--- src/rtl/hai_pkg.sv ---
package hai_pkg;

    typedef enum logic [1:0] {
        PH_IDLE = 2'd0,
        PH_LOAD = 2'd1,
        PH_ITER = 2'd2,
        PH_DONE = 2'd3
    } phase_e;

    typedef struct packed {
        logic sum;
        logic carry;
    } ha_out_t;

    function automatic ha_out_t half_add(input logic x, input logic y);
        ha_out_t r;
        r.sum   = x ^ y;
        r.carry = x & y;
        return r;
    endfunction

endpackage

--- src/rtl/hai_cell.sv ---
module hai_cell
    import hai_pkg::*;
(
    input  logic    sel_i,
    input  logic    op_a_i,
    input  logic    op_b_i,
    input  logic    fb_sum_i,
    input  logic    fb_cin_i,
    output ha_out_t res_o
);
    logic x_in;
    logic y_in;

    always_comb begin
        x_in  = sel_i ? fb_sum_i : op_a_i;
        y_in  = sel_i ? fb_cin_i : op_b_i;
        res_o = half_add(x_in, y_in);
    end
endmodule

--- src/rtl/hai_row.sv ---
module hai_row
    import hai_pkg::*;
#(
    parameter int N = 32
) (
    input  logic         sel_i,
    input  logic [N-1:0] op_a_i,
    input  logic [N-1:0] op_b_i,
    input  logic [N-1:0] fb_sum_i,
    input  logic [N-2:0] fb_carry_i,
    output logic [N-1:0] nsum_o,
    output logic [N-1:0] ncarry_o
);
    for (genvar i = 0; i < N; i++) begin : g_cell
        logic    cin;
        ha_out_t res;

        if (i == 0) begin : g_lsb
            assign cin = 1'b0;
        end else begin : g_upper
            assign cin = fb_carry_i[i-1];
        end

        hai_cell u_cell (
            .sel_i    (sel_i),
            .op_a_i   (op_a_i[i]),
            .op_b_i   (op_b_i[i]),
            .fb_sum_i (fb_sum_i[i]),
            .fb_cin_i (cin),
            .res_o    (res)
        );

        assign nsum_o[i]   = res.sum;
        assign ncarry_o[i] = res.carry;
    end
endmodule

--- src/rtl/hai_ctrl.sv ---
module hai_ctrl
    import hai_pkg::*;
#(
    parameter int N  = 32,
    parameter int CW = $clog2(N)
) (
    input  logic          clk_i,
    input  logic          rst_i,
    input  logic          req_i,
    input  logic          carries_zero_i,
    output logic          accept_o,
    output logic          sel_o,
    output logic          row_wr_o,
    output logic          done_o,
    output phase_e        phase_o,
    output logic [CW-1:0] iter_o
);
    phase_e        phase_q;
    logic [CW-1:0] count_q;
    logic          term;

    always_comb begin
        accept_o = req_i && ((phase_q == PH_IDLE) || (phase_q == PH_DONE));
        sel_o    = (phase_q == PH_ITER);
        term     = sel_o && carries_zero_i;
        row_wr_o = (phase_q == PH_LOAD) || (sel_o && !carries_zero_i);
        done_o   = (phase_q == PH_DONE);
        phase_o  = phase_q;
        iter_o   = count_q;
    end

    always_ff @(posedge clk_i) begin
        if (rst_i) begin
            phase_q <= PH_IDLE;
            count_q <= '0;
        end else begin
            case (phase_q)
                PH_IDLE, PH_DONE: begin
                    if (accept_o) begin
                        phase_q <= PH_LOAD;
                        count_q <= '0;
                    end
                end
                PH_LOAD: phase_q <= PH_ITER;
                PH_ITER: begin
                    if (term) begin
                        phase_q <= PH_DONE;
                    end else begin
                        count_q <= count_q + CW'(1);
                    end
                end
                default: phase_q <= PH_IDLE;
            endcase
        end
    end

    // pass counter bounded by N-1
    p_iter_bound_r4: assert property (@(posedge clk_i) disable iff (rst_i)
        count_q <= CW'(N - 1));

    // completion only follows a cycle with the feedback select active
    p_done_after_sel_r6: assert property (@(posedge clk_i) disable iff (rst_i)
        $rose(done_o) |-> $past(sel_o));

    // a busy phase never restarts the operand load
    p_busy_no_restart_r7: assert property (@(posedge clk_i) disable iff (rst_i)
        (phase_q == PH_LOAD || phase_q == PH_ITER) |=> (phase_q != PH_LOAD));
endmodule

--- src/rtl/hai_adder.sv ---
module hai_adder
    import hai_pkg::*;
#(
    parameter int N  = 32,
    localparam int CW = $clog2(N)
) (
    input  logic          clk_i,
    input  logic          rst_i,
    input  logic          req_i,
    input  logic [N-1:0]  a_i,
    input  logic [N-1:0]  b_i,
    output logic [N-1:0]  sum_o,
    output logic          cout_o,
    output logic          done_o,
    output logic [CW-1:0] iter_o
);
    logic [N-1:0] opa_q;
    logic [N-1:0] opb_q;
    logic [N-1:0] sum_q;
    logic [N-2:0] carry_q;
    logic         cout_q;

    logic [N-1:0] nsum;
    logic [N-1:0] ncarry;
    logic         accept;
    logic         sel;
    logic         row_wr;
    logic         carries_zero;
    phase_e       phase;

    assign carries_zero = (carry_q == '0);

    hai_ctrl #(.N(N), .CW(CW)) u_ctrl (
        .clk_i          (clk_i),
        .rst_i          (rst_i),
        .req_i          (req_i),
        .carries_zero_i (carries_zero),
        .accept_o       (accept),
        .sel_o          (sel),
        .row_wr_o       (row_wr),
        .done_o         (done_o),
        .phase_o        (phase),
        .iter_o         (iter_o)
    );

    hai_row #(.N(N)) u_row (
        .sel_i      (sel),
        .op_a_i     (opa_q),
        .op_b_i     (opb_q),
        .fb_sum_i   (sum_q),
        .fb_carry_i (carry_q),
        .nsum_o     (nsum),
        .ncarry_o   (ncarry)
    );

    always_ff @(posedge clk_i) begin
        if (rst_i) begin
            opa_q   <= '0;
            opb_q   <= '0;
            sum_q   <= '0;
            carry_q <= '0;
            cout_q  <= 1'b0;
        end else if (accept) begin
            opa_q   <= a_i;
            opb_q   <= b_i;
            carry_q <= '0;
            cout_q  <= 1'b0;
        end else if (row_wr) begin
            sum_q   <= nsum;
            carry_q <= ncarry[N-2:0];
            cout_q  <= cout_q | ncarry[N-1];
        end
    end

    assign sum_o  = sum_q;
    assign cout_o = cout_q;

    // registered sum, shifted carries and sticky carry always total a+b
    p_sum_invariant_r2: assert property (@(posedge clk_i) disable iff (rst_i)
        (phase == PH_ITER || phase == PH_DONE) |->
        (({1'b0, opa_q} + {1'b0, opb_q}) ==
         ({cout_q, sum_q} + {1'b0, carry_q, 1'b0})));

    // completion is reported only with every internal carry at zero
    p_done_no_carry_r3: assert property (@(posedge clk_i) disable iff (rst_i)
        done_o |-> (carry_q == '0));

    // results hold in the done state until a new request
    p_done_hold_r8: assert property (@(posedge clk_i) disable iff (rst_i)
        (done_o && !req_i) |=>
        (done_o && $stable(sum_o) && $stable(cout_o) && $stable(iter_o)));

    // the top-bit carry is sticky during an addition
    p_cout_sticky_r9: assert property (@(posedge clk_i) disable iff (rst_i)
        (cout_q && !accept) |=> cout_q);
endmodule

--- config.mk ---
export PLATFORM = sky130hd
export DESIGN_NAME = hai_adder
export DESIGN_NICKNAME = d
export VERILOG_FILES = /design/src/rtl/hai_pkg.sv /design/src/rtl/hai_cell.sv /design/src/rtl/hai_row.sv /design/src/rtl/hai_ctrl.sv /design/src/rtl/hai_adder.sv
export SDC_FILE = /design/constraint.sdc
export NUM_CORES = 1
export LEC_CHECK = 0
export ABC_AREA = 1
export BUFFER_PORTS_ARGS = -buffer_cell sky130_fd_sc_hd__buf_4
export CAP_MARGIN = 20
export CORE_UTILIZATION = 30
export DETAILED_ROUTE_END_ITERATION = 16
export PLACE_DENSITY_LB_ADDON = 0.12
export SLEW_MARGIN = 20
export SYNTH_ARGS = -nofsm -noshare
export SYNTH_HDL_FRONTEND = slang
export SYNTH_SLANG_ARGS = --single-unit
export TNS_END_PERCENT = 20
--- constraint.sdc ---
create_clock -name clk_i -period 4.9 [get_ports clk_i]
set_input_delay 0 -clock clk_i [delete_from_list [all_inputs] [get_ports clk_i]]
set_output_delay 0 -clock clk_i [all_outputs]
set_load 0.005 [all_outputs]
# [Word-level counts from Yosys, hierarchy flattened]
# Cells that the tools add are included.
[word_totals] ff_bits=135 in_bits=67 output_inout_bits=39
[classes] addsub=1 bitwise_logic=66 reduce_logical=14 n_eq_ne=6 muxes=70
[op_table] operator="1-bit 2-to-1 mux" n=64
[op_table] operator="1-bit AND" n=32
[op_table] operator="1-bit bitwise XOR" n=32
[op_table] operator="31-bit logical NOT" n=1
[op_table] operator="5-bit 2-to-1 mux" n=2
[op_table] operator="5-bit case mux with 2 select lines" n=1
[op_table] operator="2-bit inequality test, second input constant" n=3
[op_table] operator="2-bit case mux with 3 select lines" n=1
[op_table] operator="5-bit by 1-bit adder with 5-bit output, second input constant" n=1
[op_table] operator="2-bit == test, second input constant" n=2
[op_table] operator="2-bit 2-to-1 mux" n=2
[op_table] operator="2-bit AND reduction" n=2
[op_table] operator="2-bit OR reduction" n=2
[op_table] operator="1-bit logical AND" n=3
[op_table] operator="3-bit AND reduction" n=1
[op_table] operator="2-bit by 1-bit == test with 1-bit output, second input constant" n=1
[op_table] operator="2-bit logical NOT" n=1
[op_table] operator="1-bit logical OR" n=2
[op_table] operator="2-bit nonzero test" n=1
[op_table] operator="1-bit logical NOT" n=1
[op_table] operator="1-bit NOT" n=1
[op_table] operator="1-bit OR" n=1

# [Depth between registers and ports, before layout]
[depth] depth_word=5 depth_mapped=13 mapped_depth_nobuf=10

# [Modules after synthesis]
# From an unflattened synthesis, not the netlist that was laid out.
[hier_totals] hier_cells=917 area_unflattened_um2=6222.2
[by_module_without_submodules] module="hai_adder" seq_area_each_um2=2562.5 instances=1 area_each_um2=4496.8 cells_per_inst=589
[by_module_without_submodules] module="hai_cell" seq_area_each_um2=0.0 instances=32 area_each_um2=38.8 cells_per_inst=8
[by_module_without_submodules] module="hai_ctrl" seq_area_each_um2=140.1 instances=1 area_each_um2=480.5 cells_per_inst=71
[by_module_without_submodules] module="hai_row" seq_area_each_um2=0.0 instances=1 area_each_um2=3.8 cells_per_inst=1

# [Worst setup path before layout]
# OpenSTA, ideal clock, no wires.
[synth_path] path_kind="reg2reg" from="reg u_ctrl.phase_q[0] (netlist: u_ctrl.phase_o[0])" to="reg sum_q[29] (netlist: sum_o[29])" stages_incl_launch_ff=13 arrival_ns=1.980 required_ns=4.785 n_path_buf=3 setup_time_ns=0.115 period_less_slack_ns=2.095 slack_ns=2.805 path_cell_list="dfxtp_1 > inv_1 > ha_1 > clkbuf_1 > inv_1 > clkbuf_1 > clkbuf_1 > o21ai_0 > ha_1 > inv_1 > nand3_2 > nand2_1 > nor2_1"
[synth_rtl] item="start, declared" line="hai_ctrl.sv:18" text="phase_e phase_q;"
[synth_rtl] item="start signal, assigned" line="hai_ctrl.sv:34" text="phase_q <= PH_IDLE;"
[synth_rtl] item="start signal, assigned" line="hai_ctrl.sv:40" text="phase_q <= PH_LOAD;"
[synth_rtl] item="start signal, assigned" line="hai_ctrl.sv:44" text="PH_LOAD: phase_q <= PH_ITER;"
[synth_rtl] item="2-bit == test (*)" line="hai_ctrl.sv:24" text="sel_o = (phase_q == PH_ITER);"
[synth_rtl] item="1-bit 2-to-1 mux, on equally long branches" line="hai_cell.sv:15, hai_cell.sv:16"
[synth_rtl] item="1-bit bitwise XOR (*)" line="hai_pkg.sv:17" text="r.sum = x ^ y;"
[synth_rtl] item="named net nsum[29]" line="hai_adder.sv:23" text="logic [N-1:0] nsum;"
[synth_rtl] item="end signal, assigned" line="hai_adder.sv:69" text="sum_q <= nsum;"
[synth_rtl] item="end, declared" line="hai_adder.sv:19" text="logic [N-1:0] sum_q;"
# The timed path passes the listed nets; every way through them passes the cells marked *.
# A chain may end at the register's enable or synchronous reset.

# [Worst setup path after layout]
[layout_path] from="reg u_ctrl.phase_q[0] (netlist: u_ctrl.phase_o[0])" to="reg sum_q[1] (netlist: sum_o[1])"
[layout_between] elab_chain_cells=5
[layout_rtl] item="2-bit == test / 2-bit logical NOT (equally long branches)" line="hai_ctrl.sv:23" text="accept_o = req_i && ((phase_q == PH_IDLE) || (phase_q == PH_DONE));"
[layout_rtl] item="1-bit logical OR" line="hai_ctrl.sv:23"
[layout_rtl] item="1-bit logical AND" line="hai_ctrl.sv:23"
[layout_rtl] item="1-bit NOT (no line)"
[layout_rtl] item="2-bit AND reduction (no line)"
# Parallel ways exist; a longest one is shown, timed or not.

==> summary by stage <==
Status
The flow ran to the end, but the final reports show violations. The final reports fail on design-rule violations.

Routing
The detailed router finished its first iteration with ~350 violations. Wires add up to 17,800 um. The remaining antenna violation count after routing is 0. The DRC violations left is 1. The detailed-route wire length per cell is 12.9 um. The first-pass iteration count of the detailed router is 10.

The routed via count is between 6,000 and 7,000. Dividing the detail-routed via count by the number of cells gives 4.48.

Global route
The overflow left after global routing is 0. The number of global-route vias before repair is 5,857. The largest net degree at the start of global routing is 81. The global router's overall resource usage is 0.164.

The first global-routing pass estimated 29,100 um of wire. The number of antenna violations at the first check in global routing came to 0.

Critical path
The critical setup path kind is reg -> reg. The slack of the worst reg-to-reg path is around 2 ns. The maximum fanout along the worst path is 70.

STA classifies the critical path startpoint as a register. The required time at the worst-slack endpoint is 5.21 ns. At the worst endpoint, the arrival time is between 3 and 4 ns. The endpoint type of the worst setup path is a register.

Logic synthesis
The post-synthesis cell count is between 900 and 1,000. After synthesis the cells add up to approximately 6700 um^2. Each instance of the synthesized netlist takes up on average 6.78 um^2. The number of unique standard cell types used by synthesis is 22.

By area the synthesized netlist is led by dfxtp_1 (41%), nor2_1 (14%), nand2_1 (13%). The total of warnings raised by yosys is 0. The portion of synthesized cell area occupied by the leading cell type is 0.405. The number of flops mapped to enable cells by yosys is 0. The net count of the mapped netlist is 1,087. By count the netlist is led by nor2_1 (242), nand2_1 (238), dfxtp_1 (135), o21ai_0 (92), inv_1 (46). Of all cell types, the one taking the most synthesized area is dfxtp_1. The number of synthesized register bits is 135. Yosys instantiated no cell more often than nor2_1. The sequential cell area fraction in the yosys report is 0.405. Counting flops with an async set or reset pin after synthesis yields a share of 0.

In the synthesized netlist the dominant register cell turns out to be dfxtp_1.

Timing
The share of the cycle needed by the critical path after routing is 0.585. The clock tree skew after final layout is 0.00910 ns. The setup total negative slack is 0 ns. Setup repair after global routing left no endpoint under its margin.

The final critical-path setup slack is ~2.0 ns. The number of max-slew violations in the final report is 0. The final hold violation count is 0. The highest achievable clock rate is between 300 and 400 MHz. The actual transition at the worst max-transition pin is 0.836 ns. The number of endpoints failing setup at the final stage is 0. The routed design could run at a clock period as short as 2.87 ns. The max-slew headroom at the worst pin is 0.442.

Clocking
The deepest clock path buffer count is 2. For the worst-skew pair, the clock arrives at the later sink with an insertion delay of around 0.43 ns. In this run, post-CTS repair resized a total of 0 instances.

For this design, the CTS-stage hold fixing added between 60 and 70 buffers. The number of sinks driven by the clock tree is approximately 140. The number of buffers inserted by post-CTS setup repair is 0. The TritonCTS buffer count is 17. The tree is rooted in a clkbuf_16. The clock-pin slew reported for the worst setup and hold paths after clock tree synthesis is ~0.060 ns.

The H-tree generated during clock tree synthesis spans 4 levels. The clock tree from TritonCTS is yes.

Place
The pre-CTS setup slack is between 2 and 2.5 ns. At the end of routability-driven placement, the weighted congestion stood at 0.753. After legalization and detailed placement, the total HPWL measured about 11,000 um. In this run the tool buffered the top-level ports with 105 buffer cells.

Die
The area of the die is around 23,000 um^2. The total I/O pin count is 106. The area inside the core boundary is 21,800 um^2.

Row generation in the floorplan step produced 54 rows. The effective utilization at floorplan is 0.306. The die outline width is 151 um. The vertical die dimension is 151 um.

Cells and area
The repair_antennas step left the layout with diodes totalling 0. The multi-input combinational cells in the finished layout cover a total of between 3000 and 4000 um^2. The number of filler cells placed in the layout is approximately 2,400. In the final layout, the share of cells above drive strength 1 is 0.145.

The number of nets in the finished design is about 1,200. The area occupied by registers is 2700 um^2. The area growth from synthesis to layout is 28.6%.

Hold path
The path class of the lowest-slack min-delay path is in -> reg.

Pwr
The total power per unit cell area is 673 nW/um^2. Summed over all cells, the static leakage comes to ~4.1 nW. VDD sags by at most 0.286 mV.

Job
The tool flagged a number of max-cap violations equal to 0.
-- layout by cell type, fill, tap and decap left out, types with 30 or more instances in the layout --
cell type	count
dfxtp_1	135
buf_4	113
nand2_1	237
dlygate4sd3_1	65
nand3_1	30
nor2_1	241
o21ai_0	92
a21oi_1	45
ha_1	36
inv_1	45
-- cell families (layout without fill, tap and decap cells) --
logic type / after synthesis / count (layout) / synth area share
AND/OR/NAND/NOR: 521 / 521 / 0.307
buffers and inverters: 142 / 258 / 0.105
adder cells (fa/ha/maj): 37 / 37 / 0.0694
flip-flops: 135 / 135 / 0.405
AO/OA/AOI/OAI: 148 / 148 / 0.113
-- final timing paths --
kind,from,end,cells after the start
min,req_i,u_ctrl.phase_o[0]$_SDFFE_PP0P_,5
max,u_ctrl.phase_o[0]$_SDFFE_PP0P_,sum_o[1]$_SDFFE_PP0P_,9
max reg2reg,u_ctrl.phase_o[0]$_SDFFE_PP0P_,sum_o[1]$_SDFFE_PP0P_,9
min reg2reg,opb_q[11]$_SDFFE_PP0P_,opb_q[11]$_SDFFE_PP0P_,2
-- flip-flops by register name, summed over array words and instances, names as in the netlist --
name            count
u_ctrl.phase_o      2
opb_q              32
sum_o              32
opa_q              32
cout_o              1
carry_q            31
u_ctrl.iter_o       5
-- power breakdown --
| part | leakage [nW] | internal [W] | switching [W] |
|---|---|---|---|
| logic | 2.75 | 0.000975 | 0.00172 |
| registers | 1.11 | 0.00154 | 0.000305 |
| clock network | 0.266 | 0.000739 | 0.000501 |
| total | 4.13 | 0.00325 | 0.00252 |
-- final cells by class --
type                    count  area share
clock buffers              17      0.0496
inverters                  49      0.0214
clock inverters            14      0.0159
repair buffers            178       0.175
flip-flops and latches    135       0.315
well taps                 280      0.0409
multi-input cells         706       0.382
-- stage by stage --
step,hold slack (ns),utilization,total power (W),instances,instance area (um^2)
5_1_grt,0.119,0.393,0.00638,1379,8580
6_report,0.0846,0.393,0.00577,1379,8580
2_1_floorplan,0.0691,-,0.00395,983,6670
3_3_place_gp,0.227,0.337,0.00455,1283,7360
4_1_cts,0.0654,0.393,0.00588,1379,8580
3_5_place_dp,0.226,0.337,0.00457,1283,7360
-- metal layers --
metal	part of all wire	routed length [um]	vias to the layer above	global-route usage
li1	-	-	3265	-
met1	0.50	8890	2807	0.213
met2	0.45	8020	97	0.267
met3	0.037	656	13	0.0404
met4	0.011	197	0	0.0505
met5	0	0	-	0
-- worst max-delay path: stages, from the launching register on --
cell     delay (ns)
dfxtp_1        0.34
inv_1          0.09
ha_2           0.18
buf_4          0.63
o21ai_4        0.16
nand2_4        0.50
buf_4          0.54
nand3_1        0.12
nand2_1        0.09
nor2_1         0.04
Note: power is estimated with default switching activity, not from simulation.
